[config.mk]
export PLATFORM = sky130hd
export DESIGN_NAME = fcb_frame_buffer
export DESIGN_NICKNAME = d
export VERILOG_FILES = /design/src/rtl/fcb_pkg.sv /design/src/rtl/fcb_ctrl.sv /design/src/rtl/fcb_datapath.sv /design/src/rtl/fcb_frame_buffer.sv
export SDC_FILE = /design/constraint.sdc
export NUM_CORES = 1
export LEC_CHECK = 0
export ABC_AREA = 1
export ABC_CLOCK_PERIOD_IN_PS = 4700
export BUFFER_PORTS_ARGS = -buffer_cell sky130_fd_sc_hd__clkbuf_2
export CORE_MARGIN = 8
export CORE_UTILIZATION = 60
export DETAILED_ROUTE_END_ITERATION = 10
export PLACE_DENSITY_LB_ADDON = 0.25
export SYNTH_ARGS = -nofsm -noshare
export SYNTH_HDL_FRONTEND = slang
export SYNTH_SLANG_ARGS = --single-unit
[constraint.sdc]
create_clock -name clk -period 4.7 [get_ports clk]
set_clock_uncertainty 0.2 [all_clocks]
set_input_delay 0.705 -clock clk [delete_from_list [all_inputs] [get_ports clk]]
set_output_delay 0.705 -clock clk [all_outputs]
set_load 0.01 [all_outputs]
[src/rtl/fcb_pkg.sv]
package fcb_pkg;
  localparam int MAX_CH = 8;
  localparam int LANE_W = 4;

  typedef struct packed {
    logic              swap;
    logic [MAX_CH-1:0] wrTx;
    logic [MAX_CH-1:0] chActive;
    logic [LANE_W-1:0] lane;
  } fcb_ctl_t;
endpackage

[src/rtl/fcb_ctrl.sv]
module fcb_ctrl
  import fcb_pkg::*;
#(
  parameter int NUM_CH = 3,
  parameter int SLOTS  = 4,
  parameter int WORD_W = 32,
  parameter int CH_W   = 2,
  parameter int ADDR_W = 4
) (
  input  logic              clk,
  input  logic              rst_n,
  input  logic              frameSync,
  input  logic              cpuWr,
  input  logic              cpuRd,
  input  logic [ADDR_W-1:0] cpuAddr,
  input  logic [WORD_W-1:0] cpuWData,
  input  logic [WORD_W-1:0] rdRxWord,
  input  logic [WORD_W-1:0] rdTxWord,
  output fcb_ctl_t          ctl,
  output logic [CH_W-1:0]   rdCh,
  output logic [WORD_W-1:0] cpuRData,
  output logic              cpuIrq,
  output logic [NUM_CH-1:0] ovrFlags,
  output logic [NUM_CH-1:0] enFlags
);
  localparam int SLOT_W = (SLOTS > 1) ? $clog2(SLOTS) : 1;
  localparam logic [1:0] SEL_RX = 2'd0;
  localparam logic [1:0] SEL_TX = 2'd1;
  localparam logic [1:0] SEL_EN = 2'd2;
  localparam logic [1:0] SEL_ST = 2'd3;

  logic [SLOT_W-1:0] slotIdx;
  logic              boundary;
  logic [1:0]        sel;
  logic [CH_W-1:0]   ch;
  logic              chValid;
  logic              statusWr;
  logic [NUM_CH-1:0] enReg;
  logic [NUM_CH-1:0] rxPending;
  logic [NUM_CH-1:0] ovrReg;
  logic              irqReg;

  assign sel      = cpuAddr[ADDR_W-1 -: 2];
  assign ch       = cpuAddr[CH_W-1:0];
  assign chValid  = (32'(ch) < NUM_CH);
  assign rdCh     = ch;
  assign statusWr = cpuWr && (sel == SEL_ST);
  assign boundary = frameSync && (slotIdx == SLOT_W'(SLOTS - 1));

  // frame counter inside the superframe
  always_ff @(posedge clk or negedge rst_n) begin
    if (!rst_n) begin
      slotIdx <= '0;
    end else if (frameSync) begin
      slotIdx <= boundary ? '0 : slotIdx + 1'b1;
    end
  end

  always_ff @(posedge clk or negedge rst_n) begin
    if (!rst_n) begin
      enReg <= '0;
    end else if (cpuWr && (sel == SEL_EN)) begin
      enReg <= cpuWData[NUM_CH-1:0];
    end
  end

  // interrupt: set wins over acknowledge
  always_ff @(posedge clk or negedge rst_n) begin
    if (!rst_n) begin
      irqReg <= 1'b0;
    end else if (boundary) begin
      irqReg <= 1'b1;
    end else if (statusWr && cpuWData[0]) begin
      irqReg <= 1'b0;
    end
  end

  for (genvar c = 0; c < NUM_CH; c++) begin : g_chan
    logic rxHit;
    logic newWord;
    assign rxHit   = cpuRd && (sel == SEL_RX) && chValid && (ch == CH_W'(c));
    assign newWord = boundary && enReg[c];

    always_ff @(posedge clk or negedge rst_n) begin
      if (!rst_n) begin
        rxPending[c] <= 1'b0;
      end else if (newWord) begin
        rxPending[c] <= 1'b1;
      end else if (rxHit) begin
        rxPending[c] <= 1'b0;
      end
    end

    always_ff @(posedge clk or negedge rst_n) begin
      if (!rst_n) begin
        ovrReg[c] <= 1'b0;
      end else if (newWord && rxPending[c] && !rxHit) begin
        ovrReg[c] <= 1'b1;
      end else if (statusWr && cpuWData[c+1]) begin
        ovrReg[c] <= 1'b0;
      end
    end
  end

  always_comb begin
    ctl      = '0;
    ctl.swap = boundary;
    ctl.lane = LANE_W'(slotIdx);
    for (int c = 0; c < NUM_CH; c++) begin
      ctl.chActive[c] = enReg[c];
      ctl.wrTx[c]     = cpuWr && (sel == SEL_TX) && chValid &&
                        (ch == CH_W'(c)) && enReg[c];
    end
  end

  always_comb begin
    cpuRData = '0;
    unique case (sel)
      SEL_RX: if (chValid) cpuRData = rdRxWord;
      SEL_TX: if (chValid) cpuRData = rdTxWord;
      SEL_EN: cpuRData[NUM_CH-1:0] = enReg;
      SEL_ST: begin
        cpuRData[0]        = irqReg;
        cpuRData[NUM_CH:1] = ovrReg;
      end
      default: cpuRData = '0;
    endcase
  end

  assign cpuIrq   = irqReg;
  assign ovrFlags = ovrReg;
  assign enFlags  = enReg;
endmodule

[src/rtl/fcb_datapath.sv]
module fcb_datapath
  import fcb_pkg::*;
#(
  parameter int NUM_CH = 3,
  parameter int DATA_W = 8,
  parameter int WORD_W = 32,
  parameter int CH_W   = 2
) (
  input  logic                     clk,
  input  logic                     rst_n,
  input  fcb_ctl_t                 ctl,
  input  logic                     lineValid,
  input  logic [CH_W-1:0]          lineCh,
  input  logic [DATA_W-1:0]        lineRxByte,
  input  logic [WORD_W-1:0]        cpuWData,
  input  logic [CH_W-1:0]          rdCh,
  output logic [DATA_W-1:0]        lineTxByte,
  output logic [WORD_W-1:0]        rdRxWord,
  output logic [WORD_W-1:0]        rdTxWord,
  output logic [NUM_CH*WORD_W-1:0] rxFlat
);
  logic [WORD_W-1:0] shRx  [NUM_CH];
  logic [WORD_W-1:0] shTx  [NUM_CH];
  logic [WORD_W-1:0] rxCpu [NUM_CH];
  logic [WORD_W-1:0] txCpu [NUM_CH];

  for (genvar c = 0; c < NUM_CH; c++) begin : g_chan
    logic capture;
    assign capture = lineValid && (lineCh == CH_W'(c)) && ctl.chActive[c];

    // line-facing shadow pair
    always_ff @(posedge clk or negedge rst_n) begin
      if (!rst_n) begin
        shRx[c] <= '1;
        shTx[c] <= '1;
      end else if (ctl.swap && ctl.chActive[c]) begin
        shRx[c] <= '1;
        shTx[c] <= txCpu[c];
      end else if (capture) begin
        shRx[c][ctl.lane*DATA_W +: DATA_W] <= lineRxByte;
      end
    end

    // CPU-facing pair
    always_ff @(posedge clk or negedge rst_n) begin
      if (!rst_n) begin
        rxCpu[c] <= '1;
      end else if (ctl.swap && ctl.chActive[c]) begin
        rxCpu[c] <= shRx[c];
      end
    end

    always_ff @(posedge clk or negedge rst_n) begin
      if (!rst_n) begin
        txCpu[c] <= '1;
      end else if (ctl.wrTx[c]) begin
        txCpu[c] <= cpuWData;
      end
    end

    assign rxFlat[c*WORD_W +: WORD_W] = rxCpu[c];
  end

  always_comb begin
    lineTxByte = '1;
    for (int c = 0; c < NUM_CH; c++) begin
      if (lineCh == CH_W'(c) && ctl.chActive[c]) begin
        lineTxByte = shTx[c][ctl.lane*DATA_W +: DATA_W];
      end
    end
  end

  always_comb begin
    rdRxWord = '0;
    rdTxWord = '0;
    for (int c = 0; c < NUM_CH; c++) begin
      if (rdCh == CH_W'(c)) begin
        rdRxWord = rxCpu[c];
        rdTxWord = txCpu[c];
      end
    end
  end
endmodule

[src/rtl/fcb_frame_buffer.sv]
module fcb_frame_buffer
  import fcb_pkg::*;
#(
  parameter  int NUM_CH = 3,
  parameter  int DATA_W = 8,
  parameter  int SLOTS  = 4,
  localparam int CH_W   = (NUM_CH > 1) ? $clog2(NUM_CH) : 1,
  localparam int ADDR_W = CH_W + 2,
  localparam int WORD_W = SLOTS * DATA_W
) (
  input  logic              clk,
  input  logic              rst_n,
  input  logic              frameSync,
  input  logic              lineValid,
  input  logic [CH_W-1:0]   lineCh,
  input  logic [DATA_W-1:0] lineRxByte,
  output logic [DATA_W-1:0] lineTxByte,
  input  logic              cpuWr,
  input  logic              cpuRd,
  input  logic [ADDR_W-1:0] cpuAddr,
  input  logic [WORD_W-1:0] cpuWData,
  output logic [WORD_W-1:0] cpuRData,
  output logic              cpuIrq
);
  fcb_ctl_t                 ctl;
  logic [CH_W-1:0]          rdCh;
  logic [WORD_W-1:0]        rdRxWord;
  logic [WORD_W-1:0]        rdTxWord;
  logic [NUM_CH-1:0]        ovrFlags;
  logic [NUM_CH-1:0]        enFlags;
  logic [NUM_CH*WORD_W-1:0] rxFlat;

  fcb_ctrl #(
    .NUM_CH(NUM_CH), .SLOTS(SLOTS), .WORD_W(WORD_W),
    .CH_W(CH_W), .ADDR_W(ADDR_W)
  ) ctrl_i (
    .clk(clk), .rst_n(rst_n), .frameSync(frameSync),
    .cpuWr(cpuWr), .cpuRd(cpuRd), .cpuAddr(cpuAddr), .cpuWData(cpuWData),
    .rdRxWord(rdRxWord), .rdTxWord(rdTxWord),
    .ctl(ctl), .rdCh(rdCh), .cpuRData(cpuRData), .cpuIrq(cpuIrq),
    .ovrFlags(ovrFlags), .enFlags(enFlags)
  );

  fcb_datapath #(
    .NUM_CH(NUM_CH), .DATA_W(DATA_W), .WORD_W(WORD_W), .CH_W(CH_W)
  ) dp_i (
    .clk(clk), .rst_n(rst_n), .ctl(ctl),
    .lineValid(lineValid), .lineCh(lineCh), .lineRxByte(lineRxByte),
    .cpuWData(cpuWData), .rdCh(rdCh),
    .lineTxByte(lineTxByte), .rdRxWord(rdRxWord), .rdTxWord(rdTxWord),
    .rxFlat(rxFlat)
  );
endmodule

==> results of run 1 <==
==> placed cells by master, fill, tap and decap left out, types with 2 or more instances in the layout <==
| cell | count |
|---|---|
| buf_12 | 4 |
| buf_4 | 21 |
| bufinv_16 | 3 |
| clkbuf_1 | 14 |
| clkbuf_16 | 45 |
| clkbuf_2 | 91 |
| clkbuf_8 | 6 |
| clkinv_1 | 2 |
| clkinv_2 | 9 |
| clkinvlp_4 | 2 |
| dfrtp_1 | 12 |
| dfstp_2 | 384 |
| ha_1 | 5 |
| inv_1 | 136 |
| inv_2 | 7 |
| nand2_1 | 1114 |
| nand2_2 | 7 |
| nand3_1 | 150 |
| nor2_1 | 63 |
| nor2_2 | 3 |
| nor2_4 | 6 |
| nor3_1 | 7 |
| o211ai_1 | 31 |
| o21ai_0 | 227 |
| o21ai_1 | 56 |
| o21ai_4 | 3 |
==> metal layers <==
| metal | vias up | part of all wire [%] | global-route usage (%) |
|---|---|---|---|
| met2 | 689 | 47 | 46.33 |
| li1 | 7453 | - | - |
| met5 | - | 0 | 0 |
| met3 | 129 | 7.7 | 4.956 |
| met1 | 7682 | 41 | 39.29 |
| met4 | 0 | 4.2 | 12.43 |
==> critical path, stage by stage (launching register included) <==
cell and delay (ps):
dfrtp_1 430, inv_2 760, o21ai_0 260, o21ai_0 220, nand2_1 80, nand2_1 130, clkbuf_2 150
==> power groups by stage <==
| stage | logic (uW) | registers, uW | clock network [uW] |
|---|---|---|---|
| global route | 2450 | 5360 | 3530 |
| floorplan | 1510 | 5100 | 0 |
| finish | 2180 | 5280 | 3360 |
| detailed placement | 2140 | 5300 | 0 |
| CTS | 2170 | 5260 | 3380 |
| global placement | 2070 | 5280 | 0 |
==> cell usage after synthesis, drive strengths merged <==
cell,n,area [um2]
buf,52,275.3
nor3,7,35.03
o211ai,31,232.7
nor2,72,287.8
nand3,150,750.7
clkbuf,73,274.0
dfstp,384,10090
dfrtp,12,300.3
inv,145,544.3
nand2,1121,4225
ha,5,62.56
a21oi,1,5.000
nand4,1,6.260
clkinv,2,7.510
o21ai,286,1465
==> registers in the layout, indices dropped and copies added, names as in the netlist <==
name,cells
dp_i.txCpu,96
ctrl_i.slotIdx,2
ctrl_i.rxPending,3
dp_i.shRx,96
ctrl_i.ovrFlags,3
ctrl_i.cpuIrq,1
ctrl_i.enFlags,3
dp_i.shTx,96
dp_i.rxFlat,96
==> per-stage QoR <==
| stage | total power, uW | cell area, um2 | hold slack [ps] | worst slack, ps | instances |
|---|---|---|---|---|---|
| 5_1_grt | 11340 | 20660 | 133.3 | 1064 | 2808 |
| 3_3_place_gp | 7344 | 19250 | 246.5 | 1495 | 2730 |
| 2_1_floorplan | 6611 | 18560 | 209.4 | 2211 | 2342 |
| 4_1_cts | 10810 | 20660 | 114.1 | 1252 | 2808 |
| 3_5_place_dp | 7445 | 19250 | 253.3 | 1488 | 2730 |
| 6_report | 10810 | 20670 | 41.61 | 1186 | 2809 |
==> area by class of cell <==
cell class / count / area (um2) / share of cell area, %
clock inverters: 13 / 148.9 / 0.7205
flip-flops and latches: 396 / 10390 / 50.28
multi-input cells: 1674 / 7106 / 34.38
clock buffers: 65 / 1261 / 6.103
diodes: 1 / 2.502 / 0.01211
inverters: 147 / 554.3 / 2.682
repair buffers: 117 / 708.2 / 3.427
well taps: 396 / 495.5 / 2.398
==> logic make-up (layout without fill, tap and decap cells) <==
| group | Yosys count | in the layout | share of synthesized area [%] |
|---|---|---|---|
| and+or+nand+nor | 1351 | 1351 | 28.58 |
| DFF | 396 | 396 | 55.98 |
| other | 0 | 1 | 0 |
| buffers and inverters | 272 | 342 | 5.932 |
| AOI/OAI and AO/OA | 318 | 318 | 9.174 |
| adders and majority gates | 5 | 5 | 0.3370 |
==> path summary, 6_finish.rpt <==
| path | start | endpoint | slack (ps) | depth (start not counted) |
|---|---|---|---|---|
| worst max register to register | ctrl_i.slotIdx[1]$_DFFE_PN0P_ | dp_i.shRx[29]$_DFFE_PN1P_ | 1510 | 8 |
| max in group asynchronous | rst_n | dp_i.rxFlat[86]$_DFFE_PN1P_ | 3130 | 2 |
| worst min register to register | dp_i.shRx[14]$_DFFE_PN1P_ | dp_i.rxFlat[78]$_DFFE_PN1P_ | 260 | 2 |
| worst min-delay path | rst_n | ctrl_i.ovrFlags[2]$_DFFE_PN0P_ | 40 | 1 |
| min in group clk | cpuWData[25] | dp_i.txCpu[25]$_DFFE_PN1P_ | 210 | 3 |
| worst max-delay path | ctrl_i.slotIdx[0]$_DFFE_PN0P_ | lineTxByte[7] | 1190 | 6 |
==> results.py, run 1 <==
metrics = {
    "outcome": {
        "status": "finished, final reports clean",
    },
    "worst_setup_path": {
        "crit_arrival_ps": 2610,
        "cp_data_required_time_ps": 3800,
        "start_kind": "flip-flop",
        "critical_path_class": "reg2out",
        "critPathCaptureType": "output port",
        "cp_max_fo": 55,
    },
    "detailed_routing": {
        "wl_um": 53300,
        "ant_nets": 0,
        "dr.pass1.iters": 5,
        "drt_iter0_markers": 1367,
        "vias": 15953,
        "drt-wirelength-per-cell_um": 18.97,
        "viasPerCell": 5.679,
        "route.detailed.drc": 0,
    },
    "placed_design": {
        "portBuffers": 92,
        "dp_hpwl_um": 35820,
        "routabilityCongestion": 0.8955,
    },
    "pwr": {
        "p_clk_share_pct": 31.1,
        "p_switching_uw": 3339,
        "p_int_uw": 7472,
        "pwr-share-comb_pct": 20.1,
        "peakVddDrop_uv": 317.4,
        "power_frac_seq_pct": 48.8,
        "power_leakage_uw": 0.009478,
        "swShare_pct": 30.88,
        "power_density_nw_per_um2": 523.1,
    },
    "layout": {
        "final_util_pct": 67.74,
        "drive_gt1_share_pct": 24.59,
        "fin_nets": 2435,
        "nFillCells": 2483,
        "area_delta_synth_final_pct": 11.34,
    },
    "global_routing": {
        "grt_max_degree": 129,
        "first_global_vias": 15387,
        "grt_pass1_wl_um": 85220,
        "grt_use_total_pct": 29.19,
        "overflow": 0,
        "antenna_found_initial": 0,
    },
    "yosys": {
        "syn_inst": 2342,
        "yosys.cell_types.count": 24,
        "synth_area_per_cell_um2": 7.926,
        "synth_seq_cells": 396,
        "yosysWarnings": 0,
        "netlist_area_um2": 18560,
        "syn_nets": 2399,
        "ys_seq_area_share_pct": 55.98,
    },
    "min_path": {
        "holdCritPathClass": "in2async",
    },
    "floorplan": {
        "fp-row-count": 64,
        "dieHeight_um": 191.9,
        "ios": 93,
        "die_w_um": 191.9,
        "core_um2": 30510,
        "dieArea_um2": 36820,
        "start_util_pct": 60.84,
    },
    "timing": {
        "maxSlewHeadroom_pct": 15.91,
        "worst_slew_pin_slew_ps": 1257,
        "max_freq_ghz": 0.2846,
        "finalSetupTns_ps": 0,
        "fin_crit_sh_pct": 74.76,
        "slew_viol_final": 0,
        "setup-violations-final": 0,
        "grt_setup_unrepaired": "false",
        "hold_viol": 0,
        "period_needed_ps": 3514,
    },
    "clock_tree": {
        "cts_root_buf": "clkbuf_16",
        "cts_tree": "done",
        "cts_buffer_depth": 3,
        "cts_resized": 0,
        "holdBufCountCts": 0,
        "clk_latency_ps": 530,
        "cts_setup_buffers": 0,
        "cts_buffers": 42,
        "cts.sinks": 396,
        "clk_pin_slew_worst_paths_ps": 60,
        "htreeDepth": 2,
    },
    "job": {
        "maxCapViolCount": 0,
    },
}
No activity file was read; power rests on OpenSTA's default activity.
==> inputs of run 2 (changes only) <==
--- a/config.mk
+++ b/config.mk
@@ -5,8 +5,8 @@
 export SDC_FILE = /design/constraint.sdc
 export NUM_CORES = 1
 export LEC_CHECK = 0
-export ABC_AREA = 1
-export ABC_CLOCK_PERIOD_IN_PS = 4700
+export ABC_AREA = 0
+export ABC_CLOCK_PERIOD_IN_PS = 3600
 export BUFFER_PORTS_ARGS = -buffer_cell sky130_fd_sc_hd__clkbuf_2
 export CORE_MARGIN = 8
 export CORE_UTILIZATION = 60
==> constraint.sdc (replaced) <==
create_clock -name clk -period 3.6 [get_ports clk]
set_clock_uncertainty 0.2 [all_clocks]
set_input_delay 0.54 -clock clk [delete_from_list [all_inputs] [get_ports clk]]
set_output_delay 0.54 -clock clk [all_outputs]
set_load 0.01 [all_outputs]
==> run 2 against run 1 <==
Against the previous run: synthesized area down 2.1%; count of clock-buffer cells in the layout down 2; utilization grew 1.1 points; highest routed layer is now met5; setup slack worse by 760 ps; cell count fell by 33%; via count is 26% lower; non-clock buffer count rose by 10; sequential cell count stayed put; hold slack better by 31 ps; critical path depth shrank 1.
==> results.py, run 2 <==
metrics = {
    "worst_setup_path": {
        "path_delay_family": "simple AND/OR/NAND/NOR gates",
        "reg2regPathDepth": 6,
        "critPathCaptureType": "output port",
        "crit_arrival_ps": 2440,
        "r2r_start": "ctrl_i.slotIdx[0]$_DFFE_PN0P_",
        "cp_data_required_time_ps": 2860,
        "rr_endpoint": "dp_i.shRx[24]$_DFFE_PN1P_",
        "worst-r2r-setup-slack_ps": 790,
        "critical_path_class": "reg2out",
        "path_cells": "buf_4, nand3_1, o22ai_1, nor3_1, clkbuf_2",
        "critPathSlowestCell": "nand3_1",
        "start_kind": "flip-flop",
        "slowest_delay_ps": 550,
        "worst-path-buf-inv": 2,
        "cp_max_fo": 16,
    },
    "timing": {
        "grt_setup_unrepaired": "false",
        "hold_viol": 0,
        "finalSetupTns_ps": 0,
        "holdWs_ps": 72.96,
        "maxSlewHeadroom_pct": 44.17,
        "max_freq_ghz": 0.3148,
        "setup-violations-final": 0,
        "slew_viol_final": 0,
        "fin_crit_sh_pct": 88.23,
        "worst_slew_pin_slew_ps": 835.1,
        "period_needed_ps": 3176,
    },
    "floorplan": {
        "fp-row-count": 63,
        "start_util_pct": 61.12,
        "die_w_um": 190.0,
        "ios": 93,
        "core_um2": 29720,
        "dieArea_um2": 36100,
        "dieHeight_um": 190.0,
    },
    "yosys": {
        "synth_area_per_cell_um2": 13.09,
        "yosysWarnings": 0,
        "synth_seq_cells": 396,
        "ys_seq_area_share_pct": 57.20,
        "synth_top_flop_cell": "dfstp_2",
        "ys_top_cells_by_area": "dfstp_2 56%, mux2_2 17%, mux2i_1 4.4%",
        "synth_common_cells": "384 x dfstp_2, 275 x mux2_2, 145 x nand2_1, 91 x o211ai_1, 80 x mux2i_1",
        "synth_top_cell_by_area": "dfstp_2",
        "async_flop_share_pct": 100.0,
        "synth_edf_count": 0,
        "yosys.area.top_type_share_pct": 55.55,
        "yosysMostFrequentCell": "dfstp_2",
        "syn_inst": 1388,
        "syn_nets": 1445,
        "netlist_area_um2": 18160,
        "yosys.cell_types.count": 40,
    },
    "pwr": {
        "power_leakage_uw": 0.008578,
        "totalPowerFinal_uw": 16060,
        "power_density_nw_per_um2": 785.5,
        "peakVddDrop_uv": 615.3,
    },
    "detailed_routing": {
        "viasPerCell": 6.255,
        "wl_um": 47030,
        "vias": 11779,
        "dr.pass1.iters": 8,
        "ant_nets": 0,
        "drt_iter0_markers": 961,
        "route.detailed.drc": 0,
        "drt-wirelength-per-cell_um": 24.98,
    },
    "job": {
        "maxCapViolCount": 0,
    },
    "layout": {
        "final_common_cell": "dfstp_2",
        "fin_nets": 1522,
        "area_delta_synth_final_pct": 12.56,
        "multiInputGateArea_um2": 7298,
        "layout_common_cells": "384 x dfstp_2, 275 x mux2_2, 145 x nand2_1",
        "final_util_pct": 68.80,
        "drive_gt1_share_pct": 60.32,
        "nFillCells": 2078,
        "seq_area_um2": 10390,
    },
    "placed_design": {
        "dp_hpwl_um": 31680,
        "routabilityCongestion": 0.8654,
        "portBuffers": 92,
    },
    "global_routing": {
        "first_global_vias": 12250,
        "antenna_found_initial": 3,
        "grt_use_total_pct": 26.10,
        "grt_max_degree": 96,
        "overflow": 0,
        "grt_pass1_wl_um": 73260,
    },
    "clock_tree": {
        "clk_pin_slew_worst_paths_ps": 60,
        "cts_buffer_depth": 3,
        "cts_buffers": 42,
        "cts_setup_buffers": 0,
        "clk_latency_ps": 530,
        "cts.sinks": 396,
        "cts_tree": "done",
        "htreeDepth": 2,
        "cts_root_buf": "clkbuf_16",
    },
    "min_path": {
        "hold_depth": 2,
        "holdCritPathClass": "in2reg",
        "min_from": "cpuWData[29]",
        "min_to": "dp_i.txCpu[29]$_DFFE_PN1P_",
    },
    "outcome": {
        "status": "finished, final reports clean",
    },
}
==> run 2: cell types whose count changed in the layout (fill, tap and decap cells not counted), moves of 60 or more <==
cell / change
a21oi_1: +67
inv_1: -134
mux2_2: +275
mux2i_1: +80
nand2_1: -969
nand3_1: -143
o211ai_1: +60
o21ai_0: -216
==> run 2: worst max-delay path by stage <==
stage	endpoint	depth (start not counted)	from	slack, ps
3_3_place_gp	cpuRData[8]	8	cpuAddr[0]	730
5_1_grt	lineTxByte[1]	5	ctrl_i.slotIdx[0]$_DFFE_PN0P_	370
2_1_floorplan	cpuRData[16]	7	cpuAddr[0]	1290
3_5_place_dp	cpuRData[30]	8	cpuAddr[0]	640
6_report	lineTxByte[1]	5	ctrl_i.slotIdx[0]$_DFFE_PN0P_	420
4_1_cts	lineTxByte[1]	5	ctrl_i.slotIdx[0]$_DFFE_PN0P_	420
==> run 2: timing repair <==
action,in CTS,in global routing
hold endpoints to repair,2,0
hold buffers,1,0
gates resized for setup,0,0
==> run 2: area by class of cell <==
type / instances / area share, %
Antenna cell: 1 / 0.01224
Clock buffer: 63 / 6.279
Clock inverter: 8 / 0.3550
Inverter: 2 / 0.03672
Multi-Input combinational cell: 896 / 35.70
Sequential cell: 396 / 50.83
Tap cell: 390 / 2.387
Timing Repair Buffer: 127 / 4.406
==> run 2: per-stage QoR <==
step | setup WS (ps) | instances | cell area, um2
floorplan | 1287 | 1388 | 18160
global placement | 731.0 | 1810 | 19080
detailed placement | 637.7 | 1810 | 19080
CTS | 423.4 | 1882 | 20440
global route | 366.2 | 1883 | 20440
finish | 423.6 | 1883 | 20440
==> run 2: routing by layer <==
metal	global-route usage (%)	up-vias	wire length, um
met1	34.83	6103	19940
li1	-	5160	-
met5	0	-	22
met3	4.614	116	2719
met2	42.17	396	22620
met4	10.04	4	1734
==> run 2: cell families (layout without fill, tap and decap cells) <==
logic type | after synthesis | count (layout) | share of synthesized area, %
muxes | 398 | 398 | 25.24
and+or+nand+nor | 275 | 275 | 6.640
buffers and inverters | 96 | 200 | 2.824
adders and majority gates | 5 | 5 | 0.3444
AOI/OAI and AO/OA | 218 | 218 | 7.750
DFF | 396 | 396 | 57.20
other | 0 | 1 | 0
==> run 2: power breakdown <==
group          switching, uW  leakage [uW]  internal (uW)  total (uW)
Combinational           1770       0.00374           1870        3630
Sequential              1030       0.00416           7150        8180
Clock                   1720      0.000674           2530        4240
